<file path="config.mk">
export PLATFORM = sky130hd
export DESIGN_NAME = adc_seq_ctrl
export DESIGN_NICKNAME = d
export VERILOG_FILES = /design/src/rtl/adc_seq_pkg.sv /design/src/rtl/adc_seq_front.sv /design/src/rtl/adc_seq_timer.sv /design/src/rtl/adc_seq_sar.sv /design/src/rtl/adc_seq_ctrl.sv
export SDC_FILE = /design/constraint.sdc
export NUM_CORES = 1
export LEC_CHECK = 0
export ABC_AREA = 1
export BUFFER_PORTS_ARGS = -buffer_cell sky130_fd_sc_hd__buf_2
export CAP_MARGIN = 10
export CORE_MARGIN = 5
export CORE_UTILIZATION = 56
export CTS_BUF_LIST = sky130_fd_sc_hd__clkbuf_2 sky130_fd_sc_hd__clkbuf_4 sky130_fd_sc_hd__clkbuf_8
export DETAILED_ROUTE_END_ITERATION = 10
export PLACE_DENSITY = 0.79
export SLEW_MARGIN = 20
export SYNTH_ARGS = -nofsm -noshare
export SYNTH_HDL_FRONTEND = slang
export SYNTH_SLANG_ARGS = --single-unit
</file>
<file path="constraint.sdc">
create_clock -name clk_i -period 3.5 [get_ports clk_i]
set_input_delay 1.05 -clock clk_i [delete_from_list [all_inputs] [get_ports clk_i]]
set_output_delay 1.05 -clock clk_i [all_outputs]
set_load 0.01 [all_outputs]
</file>
<file path="src/rtl/adc_seq_pkg.sv">
package adc_seq_pkg;

  // Configuration captured by a control write.
  typedef struct packed {
    logic cont;
    logic res10;
    logic lng;
    logic alt;
  } seq_cfg_t;

  // Where a conversion stands within its tick count.
  typedef enum logic [1:0] {
    PH_WARM   = 2'd0,
    PH_SAMPLE = 2'd1,
    PH_TRIAL  = 2'd2,
    PH_TAIL   = 2'd3
  } seq_phase_t;

endpackage

</file>
<file path="src/rtl/adc_seq_front.sv">
module adc_seq_front
  import adc_seq_pkg::*;
#(
  parameter int SYNC_STAGES = 3
) (
  input  logic     clk_i,
  input  logic     rst_ni,
  input  logic     wr_i,
  input  logic     go_i,
  input  seq_cfg_t cfg_i,
  output seq_cfg_t cfg_o,
  output logic     launch_o,
  output logic     pend_o
);

  logic [SYNC_STAGES-1:0] pend_q, pend_nxt;
  seq_cfg_t               cfg_q;

  // The request walks through the stages; a write reloads the chain.
  if (SYNC_STAGES > 1) begin : g_chain
    assign pend_nxt = wr_i ? {{(SYNC_STAGES-1){1'b0}}, go_i}
                           : {pend_q[SYNC_STAGES-2:0], 1'b0};
  end else begin : g_single
    assign pend_nxt = wr_i ? go_i : 1'b0;
  end

  always_ff @(posedge clk_i or negedge rst_ni) begin
    if (!rst_ni) begin
      pend_q <= '0;
      cfg_q  <= '0;
    end else begin
      pend_q <= pend_nxt;
      if (wr_i) cfg_q <= cfg_i;
    end
  end

  assign cfg_o    = cfg_q;
  assign launch_o = pend_q[SYNC_STAGES-1];
  assign pend_o   = |pend_q;

  AST_ONE_IN_FLIGHT: assert property (@(posedge clk_i) disable iff (!rst_ni)
    $countones(pend_q) <= 1);
  AST_WRITE_LOADS: assert property (@(posedge clk_i) disable iff (!rst_ni)
    wr_i |=> (pend_q[0] == $past(go_i)));

endmodule

</file>
<file path="src/rtl/adc_seq_timer.sv">
module adc_seq_timer
  import adc_seq_pkg::*;
#(
  parameter int RES_HI        = 10,
  parameter int RES_LO        = 8,
  parameter int SHORT_SMP     = 4,
  parameter int LONG_SMP      = 24,
  parameter int WARM          = 2,
  parameter int TAIL_LO       = 4,
  parameter int TAIL_HI       = 5,
  parameter int STARTUP_TICKS = 80,
  localparam int MAXLEN = WARM + STARTUP_TICKS + LONG_SMP + RES_HI + TAIL_HI,
  localparam int CW     = $clog2(MAXLEN + 1),
  localparam int IW     = $clog2(RES_HI)
) (
  input  logic          clk_i,
  input  logic          rst_ni,
  input  logic          abort_i,
  input  logic          launch_i,
  input  logic          tick_i,
  input  seq_cfg_t      cfg_i,
  output logic          run_o,
  output seq_phase_t    phase_o,
  output logic [IW-1:0] idx_o,
  output logic          done_o
);

  logic          run_q, first_q;
  logic [CW-1:0] tcnt_q;
  logic [CW-1:0] lead, smp_len, trl_len, tail_len, smp_end, trl_end, last;

  // Phase boundaries derived from the captured settings.
  always_comb begin
    lead = '0;
    if (first_q) lead = CW'(WARM) + (cfg_i.alt ? CW'(STARTUP_TICKS) : '0);
    smp_len  = cfg_i.lng   ? CW'(LONG_SMP) : CW'(SHORT_SMP);
    trl_len  = cfg_i.res10 ? CW'(RES_HI)   : CW'(RES_LO);
    tail_len = cfg_i.res10 ? CW'(TAIL_HI)  : CW'(TAIL_LO);
    smp_end  = lead + smp_len;
    trl_end  = smp_end + trl_len;
    last     = trl_end + tail_len - CW'(1);
    if (tcnt_q < lead)         phase_o = PH_WARM;
    else if (tcnt_q < smp_end) phase_o = PH_SAMPLE;
    else if (tcnt_q < trl_end) phase_o = PH_TRIAL;
    else                       phase_o = PH_TAIL;
    idx_o = IW'(tcnt_q - smp_end);
  end

  assign done_o = run_q & tick_i & ~abort_i & (tcnt_q == last);
  assign run_o  = run_q;

  always_ff @(posedge clk_i or negedge rst_ni) begin
    if (!rst_ni) begin
      run_q   <= 1'b0;
      first_q <= 1'b0;
      tcnt_q  <= '0;
    end else if (abort_i) begin
      run_q   <= 1'b0;
      first_q <= 1'b0;
      tcnt_q  <= '0;
    end else if (launch_i) begin
      run_q   <= 1'b1;
      first_q <= 1'b1;
      tcnt_q  <= '0;
    end else if (run_q && tick_i) begin
      if (tcnt_q == last) begin
        tcnt_q  <= '0;
        first_q <= 1'b0;
        run_q   <= cfg_i.cont;
      end else begin
        tcnt_q <= tcnt_q + CW'(1);
      end
    end
  end

  AST_CNT_IN_RANGE: assert property (@(posedge clk_i) disable iff (!rst_ni)
    run_q |-> (tcnt_q <= last));
  AST_ABORT_STOPS: assert property (@(posedge clk_i) disable iff (!rst_ni)
    abort_i |=> !run_q);
  AST_SINGLE_ENDS: assert property (@(posedge clk_i) disable iff (!rst_ni)
    (done_o && !cfg_i.cont) |=> !run_q);
  AST_CONT_RESTART: assert property (@(posedge clk_i) disable iff (!rst_ni)
    (done_o && cfg_i.cont) |=> (run_q && tcnt_q == '0 && !first_q));
  AST_IDLE_TICK_HOLD: assert property (@(posedge clk_i) disable iff (!rst_ni)
    (run_q && !tick_i && !abort_i && !launch_i) |=> $stable(tcnt_q));

endmodule

</file>
<file path="src/rtl/adc_seq_sar.sv">
module adc_seq_sar
  import adc_seq_pkg::*;
#(
  parameter int RES_HI = 10,
  parameter int RES_LO = 8,
  parameter int DW     = 8,
  localparam int IW = $clog2(RES_HI),
  localparam int WW = 2 * DW
) (
  input  logic              clk_i,
  input  logic              rst_ni,
  input  logic              abort_i,
  input  logic              run_i,
  input  seq_phase_t        phase_i,
  input  logic [IW-1:0]     idx_i,
  input  logic              tick_i,
  input  logic              cmp_i,
  input  logic              done_i,
  input  logic              res10_i,
  input  logic              ack_i,
  output logic [RES_HI-1:0] dac_o,
  output logic [DW-1:0]     hi_o,
  output logic [DW-1:0]     lo_o,
  output logic              valid_o
);

  logic [RES_HI-1:0] sar_q, res_q, tbit;
  logic [IW-1:0]     msb, pos;
  logic              trying, valid_q;
  logic [WW-1:0]     wide;

  assign trying = run_i && (phase_i == PH_TRIAL);
  assign msb    = res10_i ? IW'(RES_HI - 1) : IW'(RES_LO - 1);
  assign pos    = msb - idx_i;

  // One decoder slice per code bit marks the bit under trial.
  for (genvar i = 0; i < RES_HI; i++) begin : g_trial
    assign tbit[i] = trying && (pos == IW'(i));
  end

  assign dac_o = sar_q | tbit;

  always_ff @(posedge clk_i or negedge rst_ni) begin
    if (!rst_ni) begin
      sar_q <= '0;
    end else if (run_i && tick_i) begin
      if (phase_i == PH_SAMPLE)  sar_q <= '0;
      else if (trying && cmp_i)  sar_q <= sar_q | tbit;
    end
  end

  always_ff @(posedge clk_i or negedge rst_ni) begin
    if (!rst_ni) begin
      res_q   <= '0;
      valid_q <= 1'b0;
    end else begin
      if (done_i) res_q <= sar_q;
      if (done_i)     valid_q <= 1'b1;
      else if (ack_i) valid_q <= 1'b0;
    end
  end

  assign wide    = WW'(res_q);
  assign lo_o    = wide[DW-1:0];
  assign hi_o    = wide[WW-1:DW];
  assign valid_o = valid_q;

  AST_TRIAL_ONEHOT: assert property (@(posedge clk_i) disable iff (!rst_ni)
    $onehot0(tbit));
  AST_KEEP_ON_HIGH: assert property (@(posedge clk_i) disable iff (!rst_ni)
    (trying && tick_i && cmp_i) |=> ((sar_q & $past(tbit)) != '0));
  AST_ABORT_HOLDS: assert property (@(posedge clk_i) disable iff (!rst_ni)
    abort_i |=> $stable(res_q));
  AST_ACK_CLEARS: assert property (@(posedge clk_i) disable iff (!rst_ni)
    (valid_q && ack_i && !done_i) |=> !valid_q);
  AST_DONE_SETS: assert property (@(posedge clk_i) disable iff (!rst_ni)
    done_i |=> valid_q);
  AST_NARROW_HIGH_ZERO: assert property (@(posedge clk_i) disable iff (!rst_ni)
    (done_i && !res10_i) |=> (hi_o == '0));

endmodule

</file>
<file path="src/rtl/adc_seq_ctrl.sv">
module adc_seq_ctrl
  import adc_seq_pkg::*;
#(
  parameter int RES_HI        = 10,
  parameter int RES_LO        = 8,
  parameter int DW            = 8,
  parameter int SYNC_STAGES   = 3,
  parameter int SHORT_SMP     = 4,
  parameter int LONG_SMP      = 24,
  parameter int WARM          = 2,
  parameter int TAIL_LO       = 4,
  parameter int TAIL_HI       = 5,
  parameter int STARTUP_TICKS = 80
) (
  input  logic              clk_i,
  input  logic              rst_ni,
  input  logic              wr_i,
  input  logic              wr_go_i,
  input  logic              wr_cont_i,
  input  logic              wr_res10_i,
  input  logic              wr_long_i,
  input  logic              wr_alt_i,
  input  logic              tick_i,
  input  logic              cmp_i,
  input  logic              res_ack_i,
  output logic [RES_HI-1:0] dac_o,
  output logic              sample_o,
  output logic              clk_en_o,
  output logic              ref_en_o,
  output logic              busy_o,
  output logic [DW-1:0]     res_hi_o,
  output logic [DW-1:0]     res_lo_o,
  output logic              res_valid_o
);

  localparam int IW = $clog2(RES_HI);

  seq_cfg_t      wr_cfg, cfg;
  seq_phase_t    phase;
  logic [IW-1:0] idx;
  logic          launch, pend, run, done;

  assign wr_cfg = '{cont: wr_cont_i, res10: wr_res10_i, lng: wr_long_i, alt: wr_alt_i};

  adc_seq_front #(
    .SYNC_STAGES(SYNC_STAGES)
  ) u_front (
    .clk_i   (clk_i),
    .rst_ni  (rst_ni),
    .wr_i    (wr_i),
    .go_i    (wr_go_i),
    .cfg_i   (wr_cfg),
    .cfg_o   (cfg),
    .launch_o(launch),
    .pend_o  (pend)
  );

  adc_seq_timer #(
    .RES_HI       (RES_HI),
    .RES_LO       (RES_LO),
    .SHORT_SMP    (SHORT_SMP),
    .LONG_SMP     (LONG_SMP),
    .WARM         (WARM),
    .TAIL_LO      (TAIL_LO),
    .TAIL_HI      (TAIL_HI),
    .STARTUP_TICKS(STARTUP_TICKS)
  ) u_timer (
    .clk_i   (clk_i),
    .rst_ni  (rst_ni),
    .abort_i (wr_i),
    .launch_i(launch),
    .tick_i  (tick_i),
    .cfg_i   (cfg),
    .run_o   (run),
    .phase_o (phase),
    .idx_o   (idx),
    .done_o  (done)
  );

  adc_seq_sar #(
    .RES_HI(RES_HI),
    .RES_LO(RES_LO),
    .DW    (DW)
  ) u_sar (
    .clk_i  (clk_i),
    .rst_ni (rst_ni),
    .abort_i(wr_i),
    .run_i  (run),
    .phase_i(phase),
    .idx_i  (idx),
    .tick_i (tick_i),
    .cmp_i  (cmp_i),
    .done_i (done),
    .res10_i(cfg.res10),
    .ack_i  (res_ack_i),
    .dac_o  (dac_o),
    .hi_o   (res_hi_o),
    .lo_o   (res_lo_o),
    .valid_o(res_valid_o)
  );

  // A write cuts the analog enables in its own cycle.
  assign clk_en_o = run & ~wr_i;
  assign ref_en_o = run & ~wr_i;
  assign sample_o = run & (phase == PH_SAMPLE);
  assign busy_o   = run | pend;

  AST_IDLE_QUIET: assert property (@(posedge clk_i) disable iff (!rst_ni)
    !busy_o |-> (!sample_o && !clk_en_o && !ref_en_o));

endmodule

</file>
==> report_table.html <==
<table>
<tr><th>Metric</th><th>Value</th></tr>
<tr><th colspan="2">Global route</th></tr>
<tr><td>Vias in the first global route</td><td>2,658</td></tr>
<tr><td>Maximum number of pins on one net before global-route repair</td><td>38</td></tr>
<tr><td>Grt total ovfl</td><td>0</td></tr>
<tr><td>Aggregate global-route resource usage</td><td>25.08%</td></tr>
<tr><td>Initial antenna violation count</td><td>0</td></tr>
<tr><td>First-pass GRT wire length</td><td>12,350 um</td></tr>
<tr><th colspan="2">Power and ir drop</th></tr>
<tr><td>Switching power as a share of total power</td><td>37.26%</td></tr>
<tr><td>Clock share of power</td><td>29.0%</td></tr>
<tr><td>Design internal power</td><td>829.9 uW</td></tr>
<tr><td>Portion of total power attributed to sequential cells</td><td>34.6%</td></tr>
<tr><td>Gate power share</td><td>36.4%</td></tr>
<tr><td>Power Density</td><td>387.4 nW/um^2</td></tr>
<tr><td>Worst IR drop on VDD</td><td>279.5 uV</td></tr>
<tr><td>Pwr Total</td><td>1323 uW</td></tr>
<tr><td>Static leakage</td><td>0.001904 uW</td></tr>
<tr><td>Switching pwr</td><td>492.8 uW</td></tr>
<tr><th colspan="2">Finish</th></tr>
<tr><td>Most frequent cells in the layout</td><td>sky130_fd_sc_hd__nand2_1, sky130_fd_sc_hd__nand3_1, sky130_fd_sc_hd__dfrtp_1</td></tr>
<tr><td>Synth-to-Final Area Change</td><td>26.52%</td></tr>
<tr><td>Final-layout fill cell count</td><td>338</td></tr>
<tr><td>Most frequent standard cell in the layout excluding fill and tap cells</td><td>sky130_fd_sc_hd__nand2_1</td></tr>
<tr><td>Diode insertion count for antenna repair</td><td>0</td></tr>
<tr><td>Share of final-layout standard cells stronger than drive strength 1</td><td>29.51%</td></tr>
<tr><td>Layout Cell Area excl Fill</td><td>3415 sq um</td></tr>
<tr><td>Final net count</td><td>464</td></tr>
<tr><th colspan="2">Worst setup path</th></tr>
<tr><td>CP Buf/Inv Count</td><td>4</td></tr>
<tr><td>Required time worst endpoint</td><td>2450 ps</td></tr>
<tr><td>Largest delay share family, worst path</td><td>simple AND/OR/NAND/NOR gates</td></tr>
<tr><td>Cell-by-cell trace of the critical path</td><td>nand2_2 -&gt; inv_4 -&gt; ha_4 -&gt; inv_4 -&gt; nand2_4 -&gt; nand2_4 -&gt; ha_4 -&gt; nand2_2 -&gt; inv_1 -&gt; o21bai_1 -&gt; nand2_1 -&gt; a21oi_4 -&gt; nand3_4 -&gt; o21bai_1 -&gt; buf_2</td></tr>
<tr><td>Library cell contributing the largest single delay on the critical path</td><td>sky130_fd_sc_hd__dfrtp_1</td></tr>
<tr><td>Kind of end point of the critical path</td><td>primary output</td></tr>
<tr><td>CP max stage delay</td><td>440 ps</td></tr>
<tr><td>Start of the worst register-to-register path</td><td>u_timer.first_q</td></tr>
<tr><td>Setup CP Type</td><td>reg2out</td></tr>
<tr><td>Crit start category</td><td>flip-flop</td></tr>
<tr><td>Worst-case register-to-register setup slack</td><td>670 ps</td></tr>
<tr><td>Worst path arrival time</td><td>2820 ps</td></tr>
<tr><td>Worst r2r path cells</td><td>16</td></tr>
<tr><td>Biggest fanout along the worst timing path</td><td>5</td></tr>
<tr><td>Worst r2r dst</td><td>u_sar.sar_q[6]</td></tr>
<tr><th colspan="2">Clock tree</th></tr>
<tr><td>Post-CTS clock slew at the launch and capture registers of the worst setup and hold paths</td><td>80 ps</td></tr>
<tr><td>TritonCTS sink count</td><td>37</td></tr>
<tr><td>Hold_buf cts</td><td>0</td></tr>
<tr><td>TritonCTS buffer count</td><td>5</td></tr>
<tr><td>Clock tree buffer depth</td><td>2</td></tr>
<tr><td>Number of H-tree levels</td><td>2</td></tr>
<tr><td>Clock latency at the later pin of the worst-skew pair</td><td>300 ps</td></tr>
<tr><td>Clock tree from TritonCTS</td><td>built</td></tr>
<tr><td>Clock Tree Root</td><td>sky130_fd_sc_hd__clkbuf_8</td></tr>
<tr><th colspan="2">Worst hold path</th></tr>
<tr><td>Min-Delay Path Class</td><td>reg2reg</td></tr>
<tr><td>Worst hold stages</td><td>2</td></tr>
<tr><td>Worst hold path endpoint</td><td>u_sar.res_q[8]</td></tr>
<tr><td>Startpoint of the lowest-slack hold path</td><td>u_sar.res_q[8]</td></tr>
<tr><th colspan="2">Floorplan</th></tr>
<tr><td>Number of top-level design ports</td><td>42</td></tr>
<tr><td>Die Span X</td><td>79.42 um</td></tr>
<tr><td>Site Rows</td><td>25</td></tr>
<tr><td>Die area</td><td>6308 sq um</td></tr>
<tr><td>Die height</td><td>79.42 um</td></tr>
<tr><td>Starting density of the core</td><td>57.52%</td></tr>
<tr><td>Area of the core</td><td>4692 sq um</td></tr>
<tr><th colspan="2">Timing</th></tr>
<tr><td>Count of endpoints failing setup in the final report</td><td>10</td></tr>
<tr><td>Clock skew</td><td>5.277 ps</td></tr>
<tr><td>Max frequency</td><td>258.3 MHz</td></tr>
<tr><td>Measured slew at the worst slew-check pin</td><td>824.1 ps</td></tr>
<tr><td>Aggregate negative setup slack</td><td>-2811 ps</td></tr>
<tr><td>Crit share post-route</td><td>110.6%</td></tr>
<tr><td>Post-layout worst setup margin</td><td>-371.5 ps</td></tr>
<tr><td>RSZ-0062 raised after global routing</td><td>yes</td></tr>
<tr><td>Number of pins exceeding their max-slew limit in the final report</td><td>0</td></tr>
<tr><td>Post-layout min period</td><td>3871 ps</td></tr>
<tr><td>Max-Slew Margin vs Limit</td><td>45.06%</td></tr>
<tr><td>Number of failing hold endpoints at the final stage</td><td>0</td></tr>
<tr><th colspan="2">Route</th></tr>
<tr><td>Highest layer used for signal routing</td><td>met4</td></tr>
<tr><td>Metal3 WL</td><td>529 um</td></tr>
<tr><td>Drt initial violations</td><td>166</td></tr>
<tr><td>Met2 wire len</td><td>3495 um</td></tr>
<tr><td>Post-route antenna net violation count</td><td>0</td></tr>
<tr><td>Detailed-route vias per instance</td><td>5.518</td></tr>
<tr><td>Routed Wire Length</td><td>7488 um</td></tr>
<tr><td>Length of the first detailed-routing pass in iterations</td><td>4</td></tr>
<tr><td>Average routed wire per standard cell</td><td>15.57 um</td></tr>
<tr><td>Detailed-route wire length on metal 1</td><td>3184 um</td></tr>
<tr><td>Remaining routing DRC violations</td><td>0</td></tr>
<tr><td>Vias post-DR</td><td>2,654</td></tr>
<tr><th colspan="2">Yosys</th></tr>
<tr><td>Proportion of synthesized flip-flops having asynchronous set or reset</td><td>100.0%</td></tr>
<tr><td>Area of the mapped netlist</td><td>2699 sq um</td></tr>
<tr><td>Yosys warns</td><td>0</td></tr>
<tr><td>Register bit total from synthesis</td><td>37</td></tr>
<tr><td>Average cell area after synthesis</td><td>7.414 sq um</td></tr>
<tr><td>Count of cell types in the netlist</td><td>32</td></tr>
<tr><td>Post-synthesis sequential area ratio</td><td>34.31%</td></tr>
<tr><td>Dominant synthesized flop cell</td><td>sky130_fd_sc_hd__dfrtp_1</td></tr>
<tr><td>Post-synth EDFFs</td><td>0</td></tr>
<tr><td>Syn Inst Count</td><td>364</td></tr>
<tr><th colspan="2">Placement</th></tr>
<tr><td>Post-place instance area</td><td>2960 sq um</td></tr>
<tr><td>Count of buffers from port buffering</td><td>35</td></tr>
<tr><td>Final weighted congestion in routability-driven placement</td><td>0.9324</td></tr>
<tr><td>Total half-perimeter wirelength after legalization and detailed placement</td><td>5030 um</td></tr>
<tr><th colspan="2">Status</th></tr>
<tr><td>Result of the run</td><td>complete, but fails checks</td></tr>
<tr><td>Violations in the final reports</td><td>negative setup slack</td></tr>
<tr><th colspan="2">Run</th></tr>
<tr><td>Reported max-cap violation count</td><td>0</td></tr>
</table>
[worst reg2reg max path, stage by stage, from the launching register on]
cell	delay [ps]
sky130_fd_sc_hd__dfrtp_1	440
sky130_fd_sc_hd__nand2_2	130
sky130_fd_sc_hd__inv_4	60
sky130_fd_sc_hd__ha_4	310
sky130_fd_sc_hd__inv_4	60
sky130_fd_sc_hd__nand2_4	70
sky130_fd_sc_hd__nand2_4	60
sky130_fd_sc_hd__ha_4	210
sky130_fd_sc_hd__nand2_2	50
sky130_fd_sc_hd__inv_1	40
sky130_fd_sc_hd__o21bai_1	130
sky130_fd_sc_hd__nand2_1	110
sky130_fd_sc_hd__a21oi_4	230
sky130_fd_sc_hd__nand4_1	230
sky130_fd_sc_hd__nor3_4	410
sky130_fd_sc_hd__nand2_1	160
sky130_fd_sc_hd__nand2_1	90
[how the worst max path moves through the flow]
stage | startpoint | to | cells after the start | slack [ps]
2_1_floorplan | u_timer.first_q | dac_o[0] | 12 | 170
3_3_place_gp | u_timer.first_q | dac_o[1] | 13 | 20
3_5_place_dp | u_timer.first_q | dac_o[4] | 13 | -160
4_1_cts | u_timer.first_q | dac_o[0] | 15 | -220
5_1_grt | u_timer.first_q | dac_o[5] | 15 | -460
6_report | u_timer.first_q | dac_o[5] | 15 | -370
[flip-flops by register name, indices dropped and copies added (netlist names)]
register,cells
u_sar.res_q,10
u_timer.tcnt_q,7
u_front.pend_q,3
u_front.cfg_o,4
u_timer.first_q,1
u_timer.run_o,1
u_sar.valid_o,1
u_sar.sar_q,10
[final cells by class]
cell class | count | area (sq um) | share of cell area, %
Clock inverter | 3 | 46.29 | 1.356
Clock buffer | 5 | 68.82 | 2.015
Sequential cell | 37 | 927.1 | 27.15
Inverter | 47 | 181.4 | 5.313
Timing Repair Buffer | 60 | 372.9 | 10.92
Multi-Input combinational cell | 275 | 1750 | 51.26
Tap cell | 54 | 67.56 | 1.979
[cells by family (layout without fill, tap and decap cells)]
logic type	after synthesis	count (layout)	share of synthesized area, %
AND/OR/NAND/NOR	204	205	33.47
buffers and inverters	58	115	9.596
flip-flops	37	37	34.31
AO/OA/AOI/OAI	28	28	6.676
adder cells (fa/ha/maj)	27	27	12.80
XOR/XNOR	8	8	2.596
other	1	6	0.1389
multiplexers	1	1	0.4172
[synthesized netlist by cell type (5+ instances only)]
library cell               count  area share (%)
sky130_fd_sc_hd__nand2_1     116              16
sky130_fd_sc_hd__inv_1        42             5.8
sky130_fd_sc_hd__nand3_1      41             7.6
sky130_fd_sc_hd__dfrtp_1      37              34
sky130_fd_sc_hd__ha_1         26              12
sky130_fd_sc_hd__nor2_1       20             2.8
sky130_fd_sc_hd__o21bai_1     11             3.1
sky130_fd_sc_hd__a21oi_1       7             1.3
sky130_fd_sc_hd__buf_4         7             1.9
sky130_fd_sc_hd__o21ai_0       7             1.3
sky130_fd_sc_hd__nand2_2       6             1.4
sky130_fd_sc_hd__nand4_1       6             1.4
sky130_fd_sc_hd__xor2_1        5             1.6
[metrics by stage]
| step | worst slack (ps) | hold WS [ps] | std cells | utilization, % |
|---|---|---|---|---|
| 2_1_floorplan | 169.0 | 445.1 | 369 | - |
| 3_3_place_gp | 22.46 | 449.4 | 458 | 63.09 |
| 3_5_place_dp | -155.5 | 453.7 | 458 | 63.09 |
| 4_1_cts | -220.6 | 474.0 | 474 | 69.20 |
| 5_1_grt | -460.5 | 520.4 | 481 | 72.77 |
| 6_report | -371.5 | 471.5 | 481 | 72.77 |
[per-layer routing]
metal	GRT usage, %	vias up
li1	-	1271
met1	31.53	1233
met2	41.65	121
met3	3.950	29
met4	12.54	0
met5	0	-
[power groups by stage]
stage          Sequential, uW  Combinational, uW  Clock (uW)
6_report                  458                482         383
5_1_grt                   460                537         401
4_1_cts                   457                429         385
3_5_place_dp              464                391           0
3_3_place_gp              463                382           0
2_1_floorplan             463                288           0
[timing repair]
item	CTS	global route
cloned	1	0
setup endpoints to repair	10	11
setup buffers	7	7
gates resized for setup	22	22
pin swaps	20	20
No activity file was read; power rests on OpenSTA's default activity.
